[config.mk]
export PLATFORM = sky130hd
export DESIGN_NAME = crc32_word_pipe
export DESIGN_NICKNAME = d
export VERILOG_FILES = /design/src/rtl/crc32p_pkg.sv /design/src/rtl/crc32p_stepnet.sv /design/src/rtl/crc32p_stage.sv /design/src/rtl/crc32_word_pipe.sv
export SDC_FILE = /design/constraint.sdc
export NUM_CORES = 1
export LEC_CHECK = 0
export BUFFER_PORTS_ARGS = -buffer_cell sky130_fd_sc_hd__clkbuf_2
export CAP_MARGIN = 30
export CORE_MARGIN = 3
export CORE_UTILIZATION = 30
export DETAILED_ROUTE_END_ITERATION = 10
export GPL_TIMING_DRIVEN = 0
export PLACE_DENSITY = 0.57
export SLEW_MARGIN = 20
export SYNTH_ARGS = -nofsm -noshare
export SYNTH_HDL_FRONTEND = slang
export SYNTH_SLANG_ARGS = --single-unit
[constraint.sdc]
create_clock -name clk -period 2.1 [get_ports clk]
set_input_delay 0.42 -clock clk [delete_from_list [all_inputs] [get_ports clk]]
set_output_delay 0.42 -clock clk [all_outputs]
set_load 0.01 [all_outputs]
[src/rtl/crc32p_pkg.sv]
package crc32p_pkg;

   localparam int unsigned CRC_W = 32;

   typedef logic [CRC_W-1:0] crc_word_t;

   // one shift-and-reduce step, MSB first
   function automatic crc_word_t crc_bit_step(input crc_word_t v, input crc_word_t poly);
      crc_word_t sh;
      sh = {v[CRC_W-2:0], 1'b0};
      return v[CRC_W-1] ? (sh ^ poly) : sh;
   endfunction

   function automatic bit steps_legal(input int unsigned s);
      return (s == 1) || (s == 4) || (s == 8) || (s == 32);
   endfunction

endpackage

[src/rtl/crc32p_stepnet.sv]
module crc32p_stepnet
   import crc32p_pkg::*;
#(
   parameter int unsigned STEPS = 8,
   parameter logic [31:0] POLY  = 32'h04C1_1DB7
) (
   input  crc_word_t acc_in,
   output crc_word_t acc_out
);

   crc_word_t chain [STEPS+1];

   assign chain[0] = acc_in;

   genvar g;
   generate
      for (g = 0; g < STEPS; g++) begin : g_step
         assign chain[g+1] = crc_bit_step(chain[g], POLY);
      end
   endgenerate

   assign acc_out = chain[STEPS];

endmodule

[src/rtl/crc32p_stage.sv]
module crc32p_stage
   import crc32p_pkg::*;
#(
   parameter int unsigned STEPS = 8,
   parameter logic [31:0] POLY  = 32'h04C1_1DB7
) (
   input  logic      clk,
   input  logic      rst,
   input  logic      vld_in,
   input  crc_word_t acc_in,
   output logic      vld_out,
   output crc_word_t acc_out
);

   crc_word_t next_acc;
   logic      vld_q;
   crc_word_t acc_q;

   crc32p_stepnet #(.STEPS(STEPS), .POLY(POLY)) u_net (
      .acc_in  (acc_in),
      .acc_out (next_acc)
   );

   // valid flag: reset to empty
   always_ff @(posedge clk) begin
      if (rst) vld_q <= 1'b0;
      else     vld_q <= vld_in;
   end

   // working value: no reset, loads only with a valid word
   always_ff @(posedge clk) begin
      if (vld_in) acc_q <= next_acc;
   end

   assign vld_out = vld_q;
   assign acc_out = acc_q;

   // an accepted word advances exactly one stage per clock
   p_valid_advance_r3: assert property (@(posedge clk) disable iff (rst)
      (vld_in && !rst) |=> vld_out);

   // an empty slot stays empty as it moves down the chain
   p_gap_advance_r6: assert property (@(posedge clk) disable iff (rst)
      (!vld_in && !rst) |=> !vld_out);

   // a zero working value stays zero through any number of steps
   p_zero_fixed_r2: assert property (@(posedge clk) disable iff (rst)
      (vld_in && !rst && acc_in == '0) |=> (acc_out == '0));

endmodule

[src/rtl/crc32_word_pipe.sv]
module crc32_word_pipe
   import crc32p_pkg::*;
#(
   parameter int unsigned STEPS_PER_STAGE = 8,
   parameter logic [31:0] POLY            = 32'h04C1_1DB7,
   parameter logic [31:0] INIT            = 32'hFFFF_FFFF
) (
   input  logic        clk,
   input  logic        rst,
   input  logic        in_valid,
   input  logic [31:0] in_word,
   output logic        out_valid,
   output logic [31:0] out_crc
);

   localparam int unsigned NSTG  = CRC_W / STEPS_PER_STAGE;
   localparam int unsigned CNT_W = $clog2(NSTG + 2) + 1;

   initial begin
      assert (steps_legal(STEPS_PER_STAGE))
         else $error("STEPS_PER_STAGE must be 1, 4, 8 or 32");
   end

   logic      vld_c [NSTG+1];
   crc_word_t acc_c [NSTG+1];

   // seed combine ahead of the first stage
   assign vld_c[0] = in_valid;
   assign acc_c[0] = in_word ^ INIT;

   genvar s;
   generate
      for (s = 0; s < NSTG; s++) begin : g_stage
         crc32p_stage #(.STEPS(STEPS_PER_STAGE), .POLY(POLY)) u_stage (
            .clk     (clk),
            .rst     (rst),
            .vld_in  (vld_c[s]),
            .acc_in  (acc_c[s]),
            .vld_out (vld_c[s+1]),
            .acc_out (acc_c[s+1])
         );
      end
   endgenerate

   assign out_valid = vld_c[NSTG];
   assign out_crc   = acc_c[NSTG];

   // words in flight between the ports
   logic [CNT_W-1:0] inflight_q;

   always_ff @(posedge clk) begin
      if (rst) inflight_q <= '0;
      else     inflight_q <= inflight_q + CNT_W'(in_valid) - CNT_W'(out_valid);
   end

   // never more words held than stages, so nothing piles up or is lost
   p_inflight_bound_r4: assert property (@(posedge clk) disable iff (rst)
      inflight_q <= CNT_W'(NSTG));

   // no result emerges unless a word was accepted after reset
   p_no_phantom_r1: assert property (@(posedge clk) disable iff (rst)
      (inflight_q == '0) |-> !out_valid);

endmodule

==> results of run 1 <==
==> area by class of cell <==
| class | count | area (um^2) |
|---|---|---|
| Inverter | 1 | 3.754 |
| Fill cell | 2344 | 15640 |
| Clock inverter | 11 | 111.4 |
| Buffer | 62 | 397.9 |
| Sequential cell | 132 | 3928 |
| Clock buffer | 21 | 450.4 |
| Multi-Input combinational cell | 234 | 3156 |
| Timing Repair Buffer | 59 | 295.3 |
| Tap cell | 324 | 405.4 |
==> synthesized netlist by cell type (all sizes together) <==
library cell  instances  share of area, %
dfxtp                 4               1.1
edfxtp              128                51
xor3                  9               2.9
buf                  62               5.3
xor2                 56               7.5
xnor3                62                19
xnor2               103                13
inv                   1             0.050
nor2b                 4              0.33
==> sequential cells by signal, indices dropped and copies added (netlist names) <==
register and cells:
g_stage.u_stage.acc_out 128, g_stage.u_stage.vld_out 4
==> per-stage QoR <==
stage	std cells	cell area (um^2)	setup WS, ps
6_report	844	8747	275.4
4_1_cts	844	8747	244.3
3_3_place_gp	812	8182	273.2
5_1_grt	844	8747	178.2
2_1_floorplan	429	7481	458.2
3_5_place_dp	812	8185	266.6
==> path summary, 6_finish.rpt <==
path | endpoint | cells after the start
min | g_stage[0].u_stage.vld_out | 2
max reg2reg | g_stage[1].u_stage.acc_out[13] | 3
max | g_stage[1].u_stage.acc_out[13] | 3
min reg2reg | g_stage[3].u_stage.acc_out[30] | 1
==> power breakdown <==
group	switching (mW)	internal (mW)
Clock	1.03	1.76
Sequential	0.164	3.63
Combinational	1.24	1.80
Total	2.44	7.19
==> metal layers <==
metal / vias to the layer above / GRT usage (%)
met1: 1481 / 12.38
met2: 86 / 14.55
met3: 14 / 2.825
li1: 1597 / -
met4: 0 / 2.999
met5: - / 0
==> logic make-up (layout without fill, tap and decap cells) <==
| kind of cell | Yosys count | count (layout) | synth area share, % |
|---|---|---|---|
| buffers and inverters | 63 | 154 | 5.369 |
| AND/OR/NAND/NOR | 4 | 4 | 0.3345 |
| XOR/XNOR | 230 | 230 | 41.85 |
| flip-flops | 132 | 132 | 52.45 |
==> reports/results.tsv, run 1 <==
metric	value	unit
status	finished clean	
antenna_cells	0	
worst_pin_slew	801.5	ps
clockBufferDepth	2	
cp_data_arrival_time	1970	ps
synthCells	429	
finalCritPeriodShare	86.89	%
reg2reg_from	g_stage[0].u_stage.acc_out[25]	
hold_violations	0	
fmax	0.5481	GHz
cp_slowest_cell	xnor3_1	
fin_nets	542	
finalSetupTns	0	ps
finalPower	9.627	mW
peakVddDrop	0.5296	mV
met1_length	5.552	mm
topRoutingLayerUsed	met4	
grt_use_total	9.282	%
clock_latency	410	ps
drv_slew	0	
core	24390	um^2
ys_ff_latch	132	
cts-hold-fix-buffers	0	
cp-start-kind	flop	
grt_pass1_wl	19.02	mm
critPathBufInv	1	
antenna_found_initial	0	
cts_sinks	132	
routedWlPerCell	13.86	um
cts-root-buf	clkbuf_16	
drtIter0Drc	115	
overflow	0	
final_util	35.86	%
cts_tree	built	
min_from	rst	
met2_length	5.440	mm
slowest_delay	530	ps
die_w	163.9	um
clk_pin_slew	60	ps
drc	0	
cts_resized	0	
path_cells	buf_2 -> xor2_1 -> xnor3_1	
top_level_ports	68	
layout_common_cells	edfxtp_1, xnor2_1, xnor3_1, clkbuf_2, xor2_1	
rsz0062_at_grt	false	
initial_utilization	30.67	%
setup_viol	0	
seq_area_frac_synth	52.45	%
synth_area	7481	um^2
portBuffers	59	
synth.avg_cell_area	17.44	um^2
ys.warnings.count	0	
avgViaCountPerCell	3.765	
met3WireLength	580	um
hold_class	input pin to flop	
critPathTopFamily	XOR/XNOR gates	
area_growth	16.93	%
grt_start_max_net_pins	34	
hold_ws	245.6	ps
crit_type	flop to flop	
drtAntennaViolNets	0	
post-route-min-period	1825	ps
max_slew_margin	46.57	%
routabilityCongestion	0.7866	
drive_above_1_share	31.92	%
ys_types	13	
crit_path_end_kind	flop	
grt_pass1_vias	3434	
first_pass_iters	5	
hpwlAfterDp	8.583	mm
layout_commonest_cell	edfxtp_1	
die_h	163.9	um
startpoint	g_stage[0].u_stage.acc_out[25]	
cp_max_fo	5	
vias	3178	
power_per_cell_area	1101	nW/um^2
r2r_setup_slack	280	ps
dieArea	26870	um^2
syn-num-nets	464	
numCtsBuffers	17	
cts_setup_buffers	0	
leakage	3.650	nW
htree_levels	4	
maxCapViolCount	0	
routed_wl	11.70	mm
finClkSkew	9.892	ps
rows	57	
critical_path_required	2240	ps
No activity file was read; power rests on OpenSTA's default activity.
==> run 2, diff against run 1 <==
CELL_PAD_IN_SITES_DETAIL_PLACEMENT = 1   (was not set)
CELL_PAD_IN_SITES_GLOBAL_PLACEMENT = 1   (was not set)
PLACE_DENSITY = 0.63   (was 0.57)
==> reports/results.tsv, run 2 (synthesis gave the netlist of run 1 again) <==
metric	value	unit
status	finished clean	
cp_slowest_cell	xnor3_1	
avgViaCountPerCell	3.793	
cts-root-buf	clkbuf_16	
rsz0062_at_grt	false	
peakVddDrop	0.5029	mV
final_cell_count_no_fill	844	
multi_input_area	3156	um^2
post-place-ws	248.5	ps
clock_latency	410	ps
hpwlAfterDp	9.419	mm
setup_viol	0	
internal_power	7.092	mW
grt_pass1_wl	20.51	mm
hold_violations	0	
routedWlPerCell	15.17	um
finalPower	9.556	mW
seq_area	3928	um^2
finalCritPeriodShare	86.03	%
critical_path_required	2240	ps
post-route-min-period	1807	ps
dieArea	26870	um^2
drtIter0Drc	121	
routed_wl	12.80	mm
finClkSkew	9.583	ps
cts_setup_buffers	0	
antenna_found_initial	0	
drive_above_1_share	31.54	%
switching_share	25.79	%
layout_common_cells	edfxtp_1, xnor2_1, xnor3_1, clkbuf_2, xor2_1	
top_level_ports	68	
cp-start-kind	flop	
htree_levels	4	
vias	3201	
rows	57	
first_pass_iters	4	
overflow	0	
startpoint	g_stage[0].u_stage.acc_out[25]	
die_h	163.9	um
cp_data_arrival_time	1950	ps
cts-hold-fix-buffers	0	
maxCapViolCount	0	
cts_sinks	132	
routabilityCongestion	0.7585	
clk_pin_slew	50	ps
max_slew_margin	44.40	%
p_switching	2.465	mW
cts_tree	built	
die_w	163.9	um
grt_pass1_vias	3553	
share_comb_of_total_power	32.2	%
cts_resized	0	
cp_max_fo	5	
drtAntennaViolNets	0	
portBuffers	59	
path_cells	buf_2 -> xor2_1 -> xnor3_1	
fin_nets	542	
grt_use_total	10.21	%
hold_class	input pin to flop	
reg2reg_to	g_stage[1].u_stage.acc_out[13]	
antenna_cells	0	
finalSetupTns	0	ps
clockBufferDepth	2	
power_per_cell_area	1096	nW/um^2
whs_path_depth	2	
leakage	3.648	nW
worst_pin_slew	834.0	ps
numCtsBuffers	17	
core	24390	um^2
p_seq_share	39.8	%
crit_path_end_kind	flop	
fmax	0.5535	GHz
timing.final.ws_setup	293.4	ps
slowest_delay	540	ps
reg2reg_from	g_stage[0].u_stage.acc_out[25]	
crit_type	flop to flop	
min_from	rst	
fillers	2548	
grt_start_max_net_pins	34	
drc	0	
r2r_setup_slack	290	ps
pwr-share-clk	27.9	%
drv_slew	0	
layout_commonest_cell	edfxtp_1	
area_growth	16.59	%
largest_register_ff_count	128	
initial_utilization	30.67	%
reg2reg_depth	3	
dpl.cell_count	812	
hold_end	g_stage[2].u_stage.vld_out	
run 2: cell count changes in the layout (fill, tap and decap cells not counted), sizes merged:
| cell | previous run | this run |
|---|---|---|
| bufinv | 2 | 0 |
| clkinvlp | 3 | 0 |
| clkbuf | 80 | 87 |
| clkinv | 6 | 4 |
run 2: critical path: cells and delay by family (launching register included):
family / cells / cell delay [ps]
xor+xnor: 2 / 1000
buf+inv: 1 / 200
flops: 1 / 340
run 2: metal layers:
layer  track usage (%)  up-vias  part of all wire (%)
li1                  -     1591                     -
met1             12.92     1521                    47
met2             16.57       78                    47
met3             3.228       11                   4.6
met4             3.537        0                   1.5
met5                 0        -                     0
run 2: per-stage QoR:
step	instance area, um^2	hold WS (ps)	utilization (%)
after floorplan	7481	491.6	-
after global placement	8182	543.3	33.54
after detailed placement	8185	547.6	33.56
after CTS	8722	222.2	35.76
after global routing	8722	239.5	35.76
final	8722	247.6	35.76
run 2: worst max path at each step:
stage,to,cells past startpoint
floorplan,g_stage[0].u_stage.acc_out[13],3
finish,g_stage[1].u_stage.acc_out[13],3
global route,g_stage[1].u_stage.acc_out[13],3
CTS,g_stage[1].u_stage.acc_out[13],3
detailed placement,g_stage[0].u_stage.acc_out[13],3
global placement,g_stage[0].u_stage.acc_out[13],3
run 2: power groups by stage:
stage          registers [mW]  clock network [mW]  logic [mW]
5_1_grt                  3.85                2.86        3.35
4_1_cts                  3.82                2.74        3.12
3_3_place_gp             3.85                   0        3.02
3_5_place_dp             3.87                   0        3.07
2_1_floorplan            3.80                   0        2.49
6_report                 3.81                2.67        3.08
run 2: cell type report:
| class | instances | area share, % |
|---|---|---|
| multi-input cells | 234 | 36.18 |
| flip-flops and latches | 132 | 45.03 |
| plain buffers | 62 | 4.562 |
| inverters | 1 | 0.04304 |
| repair buffers | 59 | 3.385 |
| clock buffers | 28 | 5.925 |
| well taps | 324 | 4.648 |
| clock inverters | 4 | 0.2295 |
